[src/rtl/dma_pkg.sv]
package dma_pkg;
  typedef enum logic [1:0] {
    SEL_LOCAL   = 2'd0,
    SEL_MAIN    = 2'd1,
    SEL_LEN_IN  = 2'd2,
    SEL_LEN_OUT = 2'd3
  } reg_sel_e;

  typedef enum logic {
    DIR_IN  = 1'b0,
    DIR_OUT = 1'b1
  } dir_e;

  typedef enum logic [1:0] {
    ST_IDLE  = 2'd0,
    ST_FETCH = 2'd1,
    ST_STORE = 2'd2
  } walk_st_e;

  // packed length word: gap (31:20), rows-1 (19:12), row field (11:0)
  typedef struct packed {
    logic [11:0] gap;
    logic [7:0]  rows_m1;
    logic [11:0] row_f;
  } len_word_t;
endpackage

[src/rtl/dma_cfg.sv]
module dma_cfg
  import dma_pkg::*;
#(
  parameter int LOC_AW  = 12,
  parameter int MAIN_AW = 24,
  parameter int REG_W   = 32
) (
  input  logic               clk,
  input  logic               rst,
  input  logic               reg_we,
  input  logic [1:0]         reg_sel,
  input  logic [REG_W-1:0]   reg_wdata,
  input  logic               busy,
  output logic               start,
  output dir_e               start_dir,
  output len_word_t          start_len,
  output logic [LOC_AW:0]    loc_q,
  output logic [MAIN_AW-1:0] main_q
);
  always_ff @(posedge clk) begin
    if (rst) begin
      loc_q  <= '0;
      main_q <= '0;
    end else if (reg_we) begin
      if (reg_sel == SEL_LOCAL) loc_q  <= reg_wdata[LOC_AW:0];
      if (reg_sel == SEL_MAIN)  main_q <= reg_wdata[MAIN_AW-1:0];
    end
  end

  assign start     = reg_we && reg_sel[1] && !busy;
  assign start_dir = reg_sel[0] ? DIR_OUT : DIR_IN;
  assign start_len = len_word_t'(reg_wdata);
endmodule

[src/rtl/dma_walk.sv]
module dma_walk
  import dma_pkg::*;
#(
  parameter int LOC_AW  = 12,
  parameter int MAIN_AW = 24
) (
  input  logic               clk,
  input  logic               rst,
  input  logic               start,
  input  dir_e               start_dir,
  input  len_word_t          start_len,
  input  logic [LOC_AW:0]    start_loc,
  input  logic [MAIN_AW-1:0] start_main,
  output logic               busy,
  output logic               done,
  output dir_e               dir,
  output logic               lsel,
  output logic [LOC_AW-1:0]  laddr,
  output logic [MAIN_AW-1:0] maddr,
  output logic               store
);
  walk_st_e    st;
  len_word_t   len_q;
  logic [11:0] bcnt;
  logic [7:0]  rcnt;
  logic [11:0] row_last;
  logic        row_end;
  logic        xfer_end;

  assign row_last = len_q.row_f | 12'd7;
  assign row_end  = (bcnt == row_last);
  assign xfer_end = row_end && (rcnt == len_q.rows_m1);

  always_ff @(posedge clk) begin
    if (rst) begin
      st    <= ST_IDLE;
      done  <= 1'b0;
      len_q <= '0;
      bcnt  <= '0;
      rcnt  <= '0;
      dir   <= DIR_IN;
      lsel  <= 1'b0;
      laddr <= '0;
      maddr <= '0;
    end else begin
      done <= 1'b0;
      unique case (st)
        ST_IDLE: if (start) begin
          st    <= ST_FETCH;
          len_q <= start_len;
          dir   <= start_dir;
          lsel  <= start_loc[LOC_AW];
          laddr <= start_loc[LOC_AW-1:0];
          maddr <= start_main;
          bcnt  <= '0;
          rcnt  <= '0;
        end
        ST_FETCH: st <= ST_STORE;
        ST_STORE: begin
          laddr <= laddr + 1'b1;
          if (row_end) begin
            bcnt  <= '0;
            maddr <= maddr + MAIN_AW'(1) + MAIN_AW'(len_q.gap);
            rcnt  <= rcnt + 1'b1;
          end else begin
            bcnt  <= bcnt + 1'b1;
            maddr <= maddr + 1'b1;
          end
          if (xfer_end) begin
            st   <= ST_IDLE;
            done <= 1'b1;
          end else begin
            st <= ST_FETCH;
          end
        end
        default: st <= ST_IDLE;
      endcase
    end
  end

  assign busy  = (st != ST_IDLE);
  assign store = (st == ST_STORE);
endmodule

[src/rtl/dma_route.sv]
module dma_route
  import dma_pkg::*;
#(
  parameter int LOC_AW  = 12,
  parameter int MAIN_AW = 24,
  parameter int DW      = 8,
  parameter int SWZ     = 3
) (
  input  dir_e               dir,
  input  logic               lsel,
  input  logic               store,
  input  logic [LOC_AW-1:0]  laddr,
  input  logic [MAIN_AW-1:0] maddr,
  output logic [LOC_AW-1:0]  imem_addr,
  output logic               imem_we,
  output logic [DW-1:0]      imem_wdata,
  input  logic [DW-1:0]      imem_rdata,
  output logic [LOC_AW-1:0]  dmem_addr,
  output logic               dmem_we,
  output logic [DW-1:0]      dmem_wdata,
  input  logic [DW-1:0]      dmem_rdata,
  output logic [MAIN_AW-1:0] mm_addr,
  output logic               mm_we,
  output logic [DW-1:0]      mm_wdata,
  input  logic [DW-1:0]      mm_rdata
);
  logic [LOC_AW-1:0] lphys;
  logic [DW-1:0]     loc_rd;

  assign lphys      = laddr ^ LOC_AW'(SWZ);
  assign imem_addr  = lphys;
  assign dmem_addr  = lphys;
  assign mm_addr    = maddr ^ MAIN_AW'(SWZ);
  assign loc_rd     = lsel ? imem_rdata : dmem_rdata;
  assign imem_wdata = mm_rdata;
  assign dmem_wdata = mm_rdata;
  assign mm_wdata   = loc_rd;
  assign imem_we    = store && (dir == DIR_IN) && lsel;
  assign dmem_we    = store && (dir == DIR_IN) && !lsel;
  assign mm_we      = store && (dir == DIR_OUT);
endmodule

[src/rtl/strided_dma.sv]
module strided_dma
  import dma_pkg::*;
#(
  parameter int LOC_AW  = 12,
  parameter int MAIN_AW = 24,
  parameter int REG_W   = 32,
  parameter int DW      = 8
) (
  input  logic               clk,
  input  logic               rst,
  input  logic               reg_we,
  input  logic [1:0]         reg_sel,
  input  logic [REG_W-1:0]   reg_wdata,
  output logic               busy,
  output logic               done,
  output logic [LOC_AW-1:0]  imem_addr,
  output logic               imem_we,
  output logic [DW-1:0]      imem_wdata,
  input  logic [DW-1:0]      imem_rdata,
  output logic [LOC_AW-1:0]  dmem_addr,
  output logic               dmem_we,
  output logic [DW-1:0]      dmem_wdata,
  input  logic [DW-1:0]      dmem_rdata,
  output logic [MAIN_AW-1:0] mm_addr,
  output logic               mm_we,
  output logic [DW-1:0]      mm_wdata,
  input  logic [DW-1:0]      mm_rdata
);
  logic               start;
  dir_e               start_dir;
  len_word_t          start_len;
  logic [LOC_AW:0]    loc_q;
  logic [MAIN_AW-1:0] main_q;
  dir_e               dir;
  logic               lsel;
  logic               store;
  logic [LOC_AW-1:0]  laddr;
  logic [MAIN_AW-1:0] maddr;

  dma_cfg #(.LOC_AW(LOC_AW), .MAIN_AW(MAIN_AW), .REG_W(REG_W)) u_cfg (
    .clk(clk), .rst(rst), .reg_we(reg_we), .reg_sel(reg_sel),
    .reg_wdata(reg_wdata), .busy(busy), .start(start),
    .start_dir(start_dir), .start_len(start_len),
    .loc_q(loc_q), .main_q(main_q)
  );

  dma_walk #(.LOC_AW(LOC_AW), .MAIN_AW(MAIN_AW)) u_walk (
    .clk(clk), .rst(rst), .start(start), .start_dir(start_dir),
    .start_len(start_len), .start_loc(loc_q), .start_main(main_q),
    .busy(busy), .done(done), .dir(dir), .lsel(lsel),
    .laddr(laddr), .maddr(maddr), .store(store)
  );

  dma_route #(.LOC_AW(LOC_AW), .MAIN_AW(MAIN_AW), .DW(DW)) u_route (
    .dir(dir), .lsel(lsel), .store(store), .laddr(laddr), .maddr(maddr),
    .imem_addr(imem_addr), .imem_we(imem_we), .imem_wdata(imem_wdata),
    .imem_rdata(imem_rdata), .dmem_addr(dmem_addr), .dmem_we(dmem_we),
    .dmem_wdata(dmem_wdata), .dmem_rdata(dmem_rdata), .mm_addr(mm_addr),
    .mm_we(mm_we), .mm_wdata(mm_wdata), .mm_rdata(mm_rdata)
  );
endmodule

[config.mk]
export PLATFORM = sky130hd
export DESIGN_NAME = strided_dma
export DESIGN_NICKNAME = d
export VERILOG_FILES = /design/src/rtl/dma_pkg.sv /design/src/rtl/dma_cfg.sv /design/src/rtl/dma_walk.sv /design/src/rtl/dma_route.sv /design/src/rtl/strided_dma.sv
export SDC_FILE = /design/constraint.sdc
export NUM_CORES = 1
export LEC_CHECK = 0
export BUFFER_PORTS_ARGS = -buffer_cell sky130_fd_sc_hd__buf_2
export CAP_MARGIN = 20
export CORE_ASPECT_RATIO = 1.5
export CORE_MARGIN = 2
export CORE_UTILIZATION = 48
export CTS_CLUSTER_DIAMETER = 100
export DETAILED_ROUTE_END_ITERATION = 6
export PLACE_DENSITY = 0.71
export SLEW_MARGIN = 10
export SYNTH_ARGS = -nofsm -noshare
export SYNTH_HDL_FRONTEND = slang
export SYNTH_SLANG_ARGS = --single-unit
[constraint.sdc]
create_clock -name clk -period 4.1 [get_ports clk]
set_clock_uncertainty 0.2 [all_clocks]
set_input_delay 0.205 -clock clk [delete_from_list [all_inputs] [get_ports clk]]
set_output_delay 0.205 -clock clk [all_outputs]
set_load 0.02 [all_outputs]
==> impl_metrics.ini, run 1 <==
[global_route]
grtUsageMet1_pct = 29.5
grtUsageMet2_pct = 45.5
grtUsageMet3_pct = 4.65
global_route.usage.total_pct = 26.4
gr-max-usage-layer = met2
gr-total-overflow = 0
grt_start_max_net_pins = 87
grt_pass1_vias = 6810
grt_antenna_before_repair = 0
grt_first_pass_wirelength_um = 34100

[timing]
grt_setup_unrepaired = no
hold_viol = 0
setup_viol = 0
period_share_pct = 91.2
report.final.slew_viol_count = 0
setup_total_negative_slack_ns = 0
tightestPinTransition_ns = 0.985
fin_worst_hold_slack_ns = 0.151
worst_slew_margin_rel_pct = 34.2
timing.fmax_mhz = 268
min_period_ns = 3.74

[clock_tree]
clock_sink_count = 127
cts-root-buf = sky130_fd_sc_hd__clkbuf_16
clk_path_buf_depth = 2
clkSlewWorstSetupHoldPaths_ns = 0.06
postCtsResizedCells = 0
cts_max_level = 4
cts_made_buffers = 17
clock_latency_reported_for_the_late_side_of_the_worst_skew_pair_ns = 0.42
cts_tree = built

[power_and_ir_drop]
p_clk_share_pct = 47.2
intPower_w = 0.00232
combinationalPowerShare_pct = 11.1
vdd_drop_max_uv = 258
powerDensity_nw_per_um2 = 372
power_leakage_nw = 3.27
seqPwrFrac_pct = 41.7
p_sw_share_pct = 27.1
switchingPower_w = 0.000859

[die]
fp.dieH_um = 155
start_util_pct = 48.7
core_footprint_um2 = 15000
num_io_pins = 138
design.die.area_um2 = 16200
standard_cell_rows = 55
die_x_um = 105

[synth]
synthDominantCellAreaShare_pct = 34.8
postSynthNetCount = 1036
async_flop_share_pct = 0
synthesized_cell_area_um2 = 7310
synth-adder-area-share_pct = 3.70
area_fraction_in_and_or_nand_and_nor_cells_after_synthesis_pct = 23.9
count_of_state_elements_after_synthesis = 127
synth_area_per_cell_um2 = 7.66
main_combinational_cell_family_by_area_after_synthesis = simple AND/OR/NAND/NOR gates
yosys_warnings = 0
synth_cells = 954
ys_types = 59
netlist_top_cells_count = sky130_fd_sc_hd__nand2_1, sky130_fd_sc_hd__dfxtp_1, sky130_fd_sc_hd__a21oi_1
yosysSeqAreaShare_pct = 34.8
number_of_synthesized_flops_with_an_enable_pin = 0
synth-xor-area-share_pct = 6.83
synth_ff_type = sky130_fd_sc_hd__dfxtp_1
synth.mux.area_fraction_pct = 1.52
synth_top_area_cell = sky130_fd_sc_hd__dfxtp_1
synth_compound_area_share_pct = 19.6
yosysMostFrequentCell = sky130_fd_sc_hd__nand2_1
synth_top_cells_by_area = sky130_fd_sc_hd__dfxtp_1, sky130_fd_sc_hd__nand2_1, sky130_fd_sc_hd__a21oi_1, sky130_fd_sc_hd__buf_4, sky130_fd_sc_hd__xnor2_1

[drt]
routedWlPerCell_um = 17.4
post-route-drc-count = 0
dr_total_vias = 7103
detail_route.first_pass.iterations = 5
postRouteAntennaNets = 0
number_of_vias_per_cell = 5.76
detail_route.iter0.violations = 385
drt_wl_total_um = 21500

[placement]
gp_routability_congestion = 0.972
hpwlAfterDp_um = 15000
port_buffers = 113

[setup_path]
crit_top_cell = sky130_fd_sc_hd__xor2_1
critPathLaunchType = flop
critPathCaptureType = flop
critical-path-top-delay-family = simple AND/OR/NAND/NOR gates
critical_path.max_fanout = 10
worstPathArrival_ns = 3.87
critical_path.startpoint = u_walk.maddr[2]$_SDFFE_PP0P_
startpoint_of_the_worst_slack_reg_to_reg_timing_path = u_walk.maddr[2]$_SDFFE_PP0P_
critical_path_class = reg2reg
crit_path_cell_trace = nand4_4 -> nor3_1 -> xor2_1 -> ha_1 -> and3_1 -> a221o_1 -> a21oi_1 -> o21ai_0 -> buf_4 -> nand4b_1 -> xor2_1 -> nor2_1 -> a311oi_1
critical-path-slowest-cell = sky130_fd_sc_hd__dfxtp_1
critical_path_required_ns = 4.23
critical_path.n_buffers_inverters = 1
critical-path-max-stage-delay_ns = 0.55

[finish]
design.final.nets = 1104
antennaDiodeCount = 0
fraction_of_layout_instances_using_a_drive_strength_above_1_pct = 18.5
area.sequential_um2 = 2540
nFillCells = 1452
area_growth_from_synthesis_to_layout_pct = 16.8
multiInputGateArea_um2 = 4070

[status]
status = completed

[run]
maxCapViolCount = 0

[hold_path]
holdCritStartpoint = reg_sel[1]
hold_path.class = in2reg
stage by stage:
step                      setup slack (ns)  cell area [µm²]  std cells  power (W)  util [%]
after floorplan                      0.669             7310        954    0.00160         -
after global placement               0.474             7580       1166    0.00167      50.6
after detailed placement             0.421             7580       1166    0.00167      50.6
after CTS                            0.395             8530       1234    0.00319      56.9
after global routing                0.0605             8530       1234    0.00330      56.9
final                                0.362             8530       1234    0.00317      56.9
layer usage:
metal | share of wire [%] | routed length [µm]
met5 | 0 | 0
met4 | 5.9 | 1260
met3 | 6.5 | 1390
met2 | 49 | 10500
met1 | 39 | 8320
final timing paths:
kind | to | slack [ns] | cells after the start
setup / recovery | u_walk.maddr[18]$_SDFFE_PP0P_ | 0.36 | 13
hold reg to reg | u_cfg.loc_q[10]$_SDFFE_PP0P_ | 0.25 | 2
hold / removal | u_cfg.loc_q[7]$_SDFFE_PP0P_ | 0.15 | 5
setup reg to reg | u_walk.maddr[18]$_SDFFE_PP0P_ | 0.36 | 13
worst register-to-register path, stage by stage, from the launching register on:
cell	delay, ns
sky130_fd_sc_hd__dfxtp_1	0.55
sky130_fd_sc_hd__nand4_4	0.24
sky130_fd_sc_hd__nor3_1	0.40
sky130_fd_sc_hd__xor2_1	0.28
sky130_fd_sc_hd__ha_1	0.33
sky130_fd_sc_hd__and3_1	0.22
sky130_fd_sc_hd__a221o_1	0.33
sky130_fd_sc_hd__a21oi_1	0.13
sky130_fd_sc_hd__o21ai_0	0.12
sky130_fd_sc_hd__buf_4	0.19
sky130_fd_sc_hd__nand4b_1	0.19
sky130_fd_sc_hd__xor2_1	0.18
sky130_fd_sc_hd__nor2_1	0.06
sky130_fd_sc_hd__a311oi_1	0.23
power by group through the flow:
stage	logic (W)	clock network, W	registers, W
finish	0.000352	0.00150	0.00132
global route	0.000386	0.00158	0.00133
CTS	0.000349	0.00152	0.00132
detailed placement	0.000323	0	0.00135
global placement	0.000319	0	0.00135
floorplan	0.000263	0	0.00133
kinds of logic after synthesis:
logic type,count (synthesis)
xor gates and xnor gates,57
AOI/OAI and AO/OA,233
DFF,127
buffers and inverters,126
adders and majority gates,21
and+or+nand+nor,380
muxes,10
cell type report:
type                    count  area share, %
clock inverters            15           1.91
inverters                  12          0.528
clock buffers              17           4.99
flip-flops and latches    127           29.8
multi-input cells         701           47.7
well taps                 199           2.92
repair buffers            163           12.1
layout by cell type, fill, tap and decap left out, types with 5 or more instances in the layout:
| cell | n |
|---|---|
| sky130_fd_sc_hd__ha_1 | 20 |
| sky130_fd_sc_hd__a21oi_1 | 115 |
| sky130_fd_sc_hd__and3_1 | 11 |
| sky130_fd_sc_hd__clkbuf_16 | 17 |
| sky130_fd_sc_hd__nor3_1 | 8 |
| sky130_fd_sc_hd__nand4_1 | 16 |
| sky130_fd_sc_hd__clkinvlp_4 | 5 |
| sky130_fd_sc_hd__inv_1 | 12 |
| sky130_fd_sc_hd__buf_4 | 15 |
| sky130_fd_sc_hd__nor4_1 | 5 |
| sky130_fd_sc_hd__xnor2_1 | 31 |
| sky130_fd_sc_hd__a31oi_1 | 20 |
| sky130_fd_sc_hd__nor3b_1 | 5 |
| sky130_fd_sc_hd__mux2_2 | 9 |
| sky130_fd_sc_hd__a211oi_1 | 12 |
| sky130_fd_sc_hd__dfxtp_1 | 127 |
| sky130_fd_sc_hd__xor2_1 | 26 |
| sky130_fd_sc_hd__buf_2 | 112 |
| sky130_fd_sc_hd__dlygate4sd3_1 | 36 |
| sky130_fd_sc_hd__nor2_1 | 58 |
| sky130_fd_sc_hd__nand3_1 | 22 |
| sky130_fd_sc_hd__o21ai_0 | 29 |
| sky130_fd_sc_hd__nor4_2 | 5 |
| sky130_fd_sc_hd__a311oi_1 | 21 |
| sky130_fd_sc_hd__nand2_1 | 218 |
state kept, by name, summed over array words and instances, names as in the netlist, 2 cells and up:
name / count
u_cfg.loc_q: 13
u_cfg.main_q: 24
u_walk.bcnt: 12
u_walk.laddr: 12
u_walk.len_q: 29
u_walk.maddr: 24
u_walk.rcnt: 8
u_walk.st: 2
what timing repair did:
item,CTS,global route
hold endpoints to repair,67,0
hold buffers,36,0
setup buffers,0,0
Note: power is estimated with default switching activity, not from simulation.
==> inputs of run 2 (changes only) <==
==> constraint.sdc (replaced) <==
create_clock -name clk -period 4 [get_ports clk]
set_clock_uncertainty 0.2 [all_clocks]
set_input_delay 0.2 -clock clk [delete_from_list [all_inputs] [get_ports clk]]
set_output_delay 0.2 -clock clk [all_outputs]
set_load 0.02 [all_outputs]
==> run 2 against run 1 <==
  * Highest routed layer unchanged
  * Largest cell class unchanged
  * Final cell count is essentially flat
  * Largest power group unchanged
  * First-iteration DRC count is 21% higher
  * Via count decreased by 0.63%
  * Sequential power is essentially flat
==> impl_metrics.ini, run 2 (synthesis gave the netlist of run 1 again) <==
[setup_path]
critical_path.max_fanout = 7
critPathLaunchType = flop
critical_path_class = reg2reg
worstPathArrival_ns = 3.79
critical_path_required_ns = 4.08
critPathCaptureType = flop
timing.reg2reg.worst_path_depth = 13
startpoint_of_the_worst_slack_reg_to_reg_timing_path = u_walk.maddr[0]$_SDFFE_PP0P_
critical_path.startpoint = u_walk.maddr[0]$_SDFFE_PP0P_

[die]
die_x_um = 105
standard_cell_rows = 55
core_footprint_um2 = 15000
num_io_pins = 138
start_util_pct = 48.7
fp.dieH_um = 155
design.die.area_um2 = 16200

[drt]
post-route-drc-count = 0
drt_wl_total_um = 21700
postRouteAntennaNets = 0
routedWlPerCell_um = 17.5
dr_total_vias = 7058
detail_route.iter0.violations = 464
number_of_vias_per_cell = 5.71
detail_route.first_pass.iterations = 5

[power_and_ir_drop]
powerDensity_nw_per_um2 = 379
vdd_drop_max_uv = 283
power_leakage_nw = 3.30

[timing]
min_period_ns = 3.71
setup_viol = 0
timing.fmax_mhz = 270
worst_slew_margin_rel_pct = 36.7
final_critical_path_setup_slack_ns = 0.290
period_share_pct = 92.8
setup_total_negative_slack_ns = 0
tightestPinTransition_ns = 0.946
hold_viol = 0
report.final.slew_viol_count = 0
grt_setup_unrepaired = no

[finish]
nFillCells = 1477
layout.cells.most_common_list = sky130_fd_sc_hd__nand2_1, sky130_fd_sc_hd__dfxtp_1, sky130_fd_sc_hd__a21oi_1
layout.cells.most_common = sky130_fd_sc_hd__nand2_1
largest_register_ffs = 29
area_growth_from_synthesis_to_layout_pct = 16.9
layout_top_registers = u_walk.len_q (29), u_cfg.main_q (24), u_walk.maddr (24)
register_with_the_most_flip_flops = u_walk.len_q
antennaDiodeCount = 0
design.final.nets = 1106
fraction_of_layout_instances_using_a_drive_strength_above_1_pct = 18.3
fin_area_um2 = 8540

[placement]
port_buffers = 113
gp_routability_congestion = 0.940
dpl_worst_slack_ns = 0.306
hpwlAfterDp_um = 15300
placement.cell_area_um2 = 7610

[clock_tree]
cts-root-buf = sky130_fd_sc_hd__clkbuf_16
cts_max_level = 4
clock_sink_count = 127
cts_tree = built
post-cts-setup-buffers = 0
cts_made_buffers = 17
clkSlewWorstSetupHoldPaths_ns = 0.06
clock_latency_reported_for_the_late_side_of_the_worst_skew_pair_ns = 0.42
clk_path_buf_depth = 2

[global_route]
grt_first_pass_wirelength_um = 34400
grt_pass1_vias = 6840
grt_start_max_net_pins = 67
grt_antenna_before_repair = 0
gr-total-overflow = 0
global_route.usage.total_pct = 26.5

[hold_path]
holdCritStartpoint = rst
hold_path.class = in2reg
whs_path_depth = 2

[run]
maxCapViolCount = 0

[status]
status = completed
==> run 2: cell count changes in the layout (fill, tap and decap cells not counted), moves of 2 or more <==
cell	previous run	this run
sky130_fd_sc_hd__clkinvlp_4	5	2
sky130_fd_sc_hd__clkbuf_1	0	3
sky130_fd_sc_hd__buf_4	15	18
sky130_fd_sc_hd__clkbuf_8	0	2
sky130_fd_sc_hd__inv_6	3	0
==> run 2: final cells by class <==
cell class / count / area [µm²] / area share [%]
multi-input combinational: 701 / 4080 / 47.8
sequential: 127 / 2540 / 29.8
timing repair buffer: 165 / 1050 / 12.2
clock buffer: 22 / 464 / 5.44
tap: 199 / 249 / 2.92
clock inverter: 9 / 111 / 1.30
inverter: 12 / 45.0 / 0.527
==> run 2: stage by stage <==
stage,instances,utilization (%),total power [W],hold WS [ns]
after floorplan,954,-,0.00164,0.136
after global placement,1169,50.7,0.00172,0.200
after detailed placement,1169,50.7,0.00172,0.200
after CTS,1235,56.9,0.00325,0.0924
after global routing,1235,56.9,0.00335,0.118
final,1235,56.9,0.00324,0.0950
==> run 2: repair_timing <==
action,CTS,global route
setup endpoints to repair,0,3
hold endpoints to repair,67,0
hold buffers,35,0
gates resized for setup,0,2
==> run 2: per-layer routing <==
layer / routed length [µm] / part of all wire (%) / vias to the layer above / GRT usage [%]
met4: 1150 / 5.3 / 0 / 16.8
li1: - / - / 3417 / -
met5: 0 / 0 / - / 0
met3: 1240 / 5.7 / 74 / 4.57
met2: 10900 / 50 / 265 / 46.4
met1: 8380 / 39 / 3302 / 29.7
==> run 2: final timing paths <==
| check | end | slack, ns |
|---|---|---|
| max | u_walk.maddr[14]$_SDFFE_PP0P_ | 0.29 |
| min | u_walk.laddr[10]$_SDFFE_PP0P_ | 0.1 |
| max reg2reg | u_walk.maddr[14]$_SDFFE_PP0P_ | 0.29 |
| min reg2reg | u_cfg.main_q[3]$_SDFFE_PP0P_ | 0.25 |
==> run 2: critical path, stage by stage, from the launching register on <==
cell	delay, ns
sky130_fd_sc_hd__dfxtp_1	0.47
sky130_fd_sc_hd__ha_1	0.35
sky130_fd_sc_hd__and3_1	0.26
sky130_fd_sc_hd__nand4_1	0.13
sky130_fd_sc_hd__xnor2_1	0.17
sky130_fd_sc_hd__ha_1	0.38
sky130_fd_sc_hd__and3_1	0.25
sky130_fd_sc_hd__nand4_1	0.21
sky130_fd_sc_hd__o21ai_0	0.32
sky130_fd_sc_hd__buf_4	0.20
sky130_fd_sc_hd__o2111ai_1	0.14
sky130_fd_sc_hd__and4_1	0.23
sky130_fd_sc_hd__o21ai_0	0.15
sky130_fd_sc_hd__a21oi_1	0.08
==> run 2: power breakdown <==
group	total, W	internal, W	switching [W]	leakage [nW]
Sequential	0.00135	0.00131	0.0000457	1.03
Clock	0.00151	0.000946	0.000568	0.276
Combinational	0.000370	0.000143	0.000227	1.99
==> inputs of run 3 (changes only) <==
==> constraint.sdc (replaced) <==
create_clock -name clk -period 4.5 [get_ports clk]
set_clock_uncertainty 0.2 [all_clocks]
set_input_delay 0.225 -clock clk [delete_from_list [all_inputs] [get_ports clk]]
set_output_delay 0.225 -clock clk [all_outputs]
set_load 0.02 [all_outputs]
==> run 3 against run 2 <==
  * Core utilization is 0.41 points lower
  * Via count down 1.1%
  * Setup slack improved by 0.34 ns
  * Non-clock buffer count down 7
  * Highest routed layer unchanged
==> impl_metrics.ini, run 3 (synthesis gave the netlist of run 1 again) <==
[timing]
report.final.slew_viol_count = 0
grt_setup_unrepaired = no
timing.fmax_mhz = 259
worst_slew_margin_rel_pct = 34.2
setup_total_negative_slack_ns = 0
period_share_pct = 85.9
min_period_ns = 3.87
fin_worst_hold_slack_ns = 0.0538
hold_viol = 0
setup_viol = 0
tightestPinTransition_ns = 0.984

[hold_path]
hold_path.class = in2reg
whs_path_depth = 4

[global_route]
grt_start_max_net_pins = 75
grt_antenna_before_repair = 0
gr-total-overflow = 0
grt_first_pass_wirelength_um = 33400
global_route.usage.total_pct = 25.7
grt_pass1_vias = 6627

[run]
maxCapViolCount = 0

[clock_tree]
postCtsResizedCells = 0
post-cts-setup-buffers = 0
clock_sink_count = 127
clk_path_buf_depth = 2
cts_hold_repair.buffers = 33
cts_tree = built
cts_max_level = 4
cts_made_buffers = 17
cts-root-buf = sky130_fd_sc_hd__clkbuf_16
clkSlewWorstSetupHoldPaths_ns = 0.06
clock_latency_reported_for_the_late_side_of_the_worst_skew_pair_ns = 0.42

[drt]
detail_route.first_pass.iterations = 5
post-route-drc-count = 0
number_of_vias_per_cell = 5.68
dr_total_vias = 6982
drt_wl_total_um = 21200
postRouteAntennaNets = 0
detail_route.iter0.violations = 415
routedWlPerCell_um = 17.3

[finish]
multiInputGateArea_um2 = 4070
layout_top_registers = u_walk.len_q (29), u_cfg.main_q (24), u_walk.maddr (24)
area_growth_from_synthesis_to_layout_pct = 16.0
layout.cells.most_common_list = sky130_fd_sc_hd__nand2_1, sky130_fd_sc_hd__dfxtp_1, sky130_fd_sc_hd__a21oi_1
fin_area_um2 = 8480
register_with_the_most_flip_flops = u_walk.len_q
fraction_of_layout_instances_using_a_drive_strength_above_1_pct = 18.3
antennaDiodeCount = 0
nFillCells = 1428
layout.cells.most_common = sky130_fd_sc_hd__nand2_1
largest_register_ffs = 29
design.final.nets = 1099
area.sequential_um2 = 2540
instances_no_fill = 1229

[die]
fp.dieH_um = 155
start_util_pct = 48.7
die_x_um = 105
num_io_pins = 138
standard_cell_rows = 55
design.die.area_um2 = 16200
core_footprint_um2 = 15000

[placement]
hpwlAfterDp_um = 14700
gp_routability_congestion = 0.937
place.detailed.instances = 1164
placement.cell_area_um2 = 7570
port_buffers = 113

[setup_path]
critical_path_class = reg2reg
critPathCaptureType = flop
crit_path_cell_trace = ha_1 -> and3_1 -> nand4_1 -> xnor2_1 -> ha_1 -> and3_1 -> a221o_1 -> a21oi_1 -> o21ai_0 -> buf_4 -> nand3_1 -> xor2_1 -> nor2_1 -> a311oi_1
timing.reg2reg.worst_path_depth = 14
critPathLaunchType = flop
critical_path.n_buffers_inverters = 1
worst-path-stages = 14
critical-path-slowest-cell = sky130_fd_sc_hd__dfxtp_1
critical-path-top-delay-family = compound AO/OA/AOI/OAI gates
critical_path_required_ns = 4.62
critical-path-max-stage-delay_ns = 0.48
worstPathArrival_ns = 3.98
critical_path.max_fanout = 7

[power_and_ir_drop]
switchingPower_w = 0.000790
p_clk_share_pct = 47.0
vdd_drop_max_uv = 225
powerDensity_nw_per_um2 = 339
p_sw_share_pct = 27.5
combinationalPowerShare_pct = 11.0
seqPwrFrac_pct = 42.0
power_leakage_nw = 3.26
intPower_w = 0.00209

[status]
status = completed
-- run 3: power by group through the flow --
stage                     registers, W  clock network, W  logic, W
final                          0.00121           0.00135  0.000317
after global routing           0.00121           0.00142  0.000348
after CTS                      0.00121           0.00137  0.000316
after detailed placement       0.00123                 0  0.000293
after global placement         0.00123                 0  0.000291
after floorplan                0.00121                 0  0.000240
-- run 3: worst paths after layout --
path,slack (ns),endpoint,start
worst max-delay path,0.63,u_walk.maddr[16]$_SDFFE_PP0P_,u_walk.maddr[0]$_SDFFE_PP0P_
worst min-delay path,0.05,u_cfg.loc_q[3]$_SDFFE_PP0P_,reg_sel[1]
worst max register to register,0.63,u_walk.maddr[16]$_SDFFE_PP0P_,u_walk.maddr[0]$_SDFFE_PP0P_
worst min register to register,0.25,u_cfg.loc_q[1]$_SDFFE_PP0P_,u_cfg.loc_q[1]$_SDFFE_PP0P_
-- run 3: worst reg2reg max path, stage by stage, from the launching register on --
cell	delay, ns
sky130_fd_sc_hd__dfxtp_1	0.48
sky130_fd_sc_hd__ha_1	0.33
sky130_fd_sc_hd__and3_1	0.36
sky130_fd_sc_hd__nand4_1	0.15
sky130_fd_sc_hd__xnor2_1	0.20
sky130_fd_sc_hd__ha_1	0.31
sky130_fd_sc_hd__and3_1	0.23
sky130_fd_sc_hd__a221o_1	0.33
sky130_fd_sc_hd__a21oi_1	0.13
sky130_fd_sc_hd__o21ai_0	0.23
sky130_fd_sc_hd__buf_4	0.25
sky130_fd_sc_hd__nand3_1	0.09
sky130_fd_sc_hd__xor2_1	0.15
sky130_fd_sc_hd__nor2_1	0.05
sky130_fd_sc_hd__a311oi_1	0.26
-- run 3: through the flow --
step                      util (%)  setup slack [ns]  total power (W)
after floorplan                  -              1.07          0.00145
after global placement        50.5             0.747          0.00152
after detailed placement      50.5             0.655          0.00152
after CTS                     56.5             0.637          0.00289
after global routing          56.5             0.245          0.00298
final                         56.5             0.634          0.00288
-- run 3: final cells by class --
cell class	instances	area share, %
multi-input cells	701	48.1
flip-flops and latches	127	30.0
repair buffers	158	11.7
clock buffers	19	5.34
well taps	199	2.94
clock inverters	13	1.49
inverters	12	0.531
-- run 3: per-layer routing --
metal | GRT usage (%) | wire length [µm] | up-vias
met2 | 44.9 | 10600 | 245
met1 | 29.0 | 8430 | 3271
met5 | 0 | 0 | -
li1 | - | - | 3399
met3 | 5.40 | 1250 | 67
met4 | 14.7 | 974 | 0
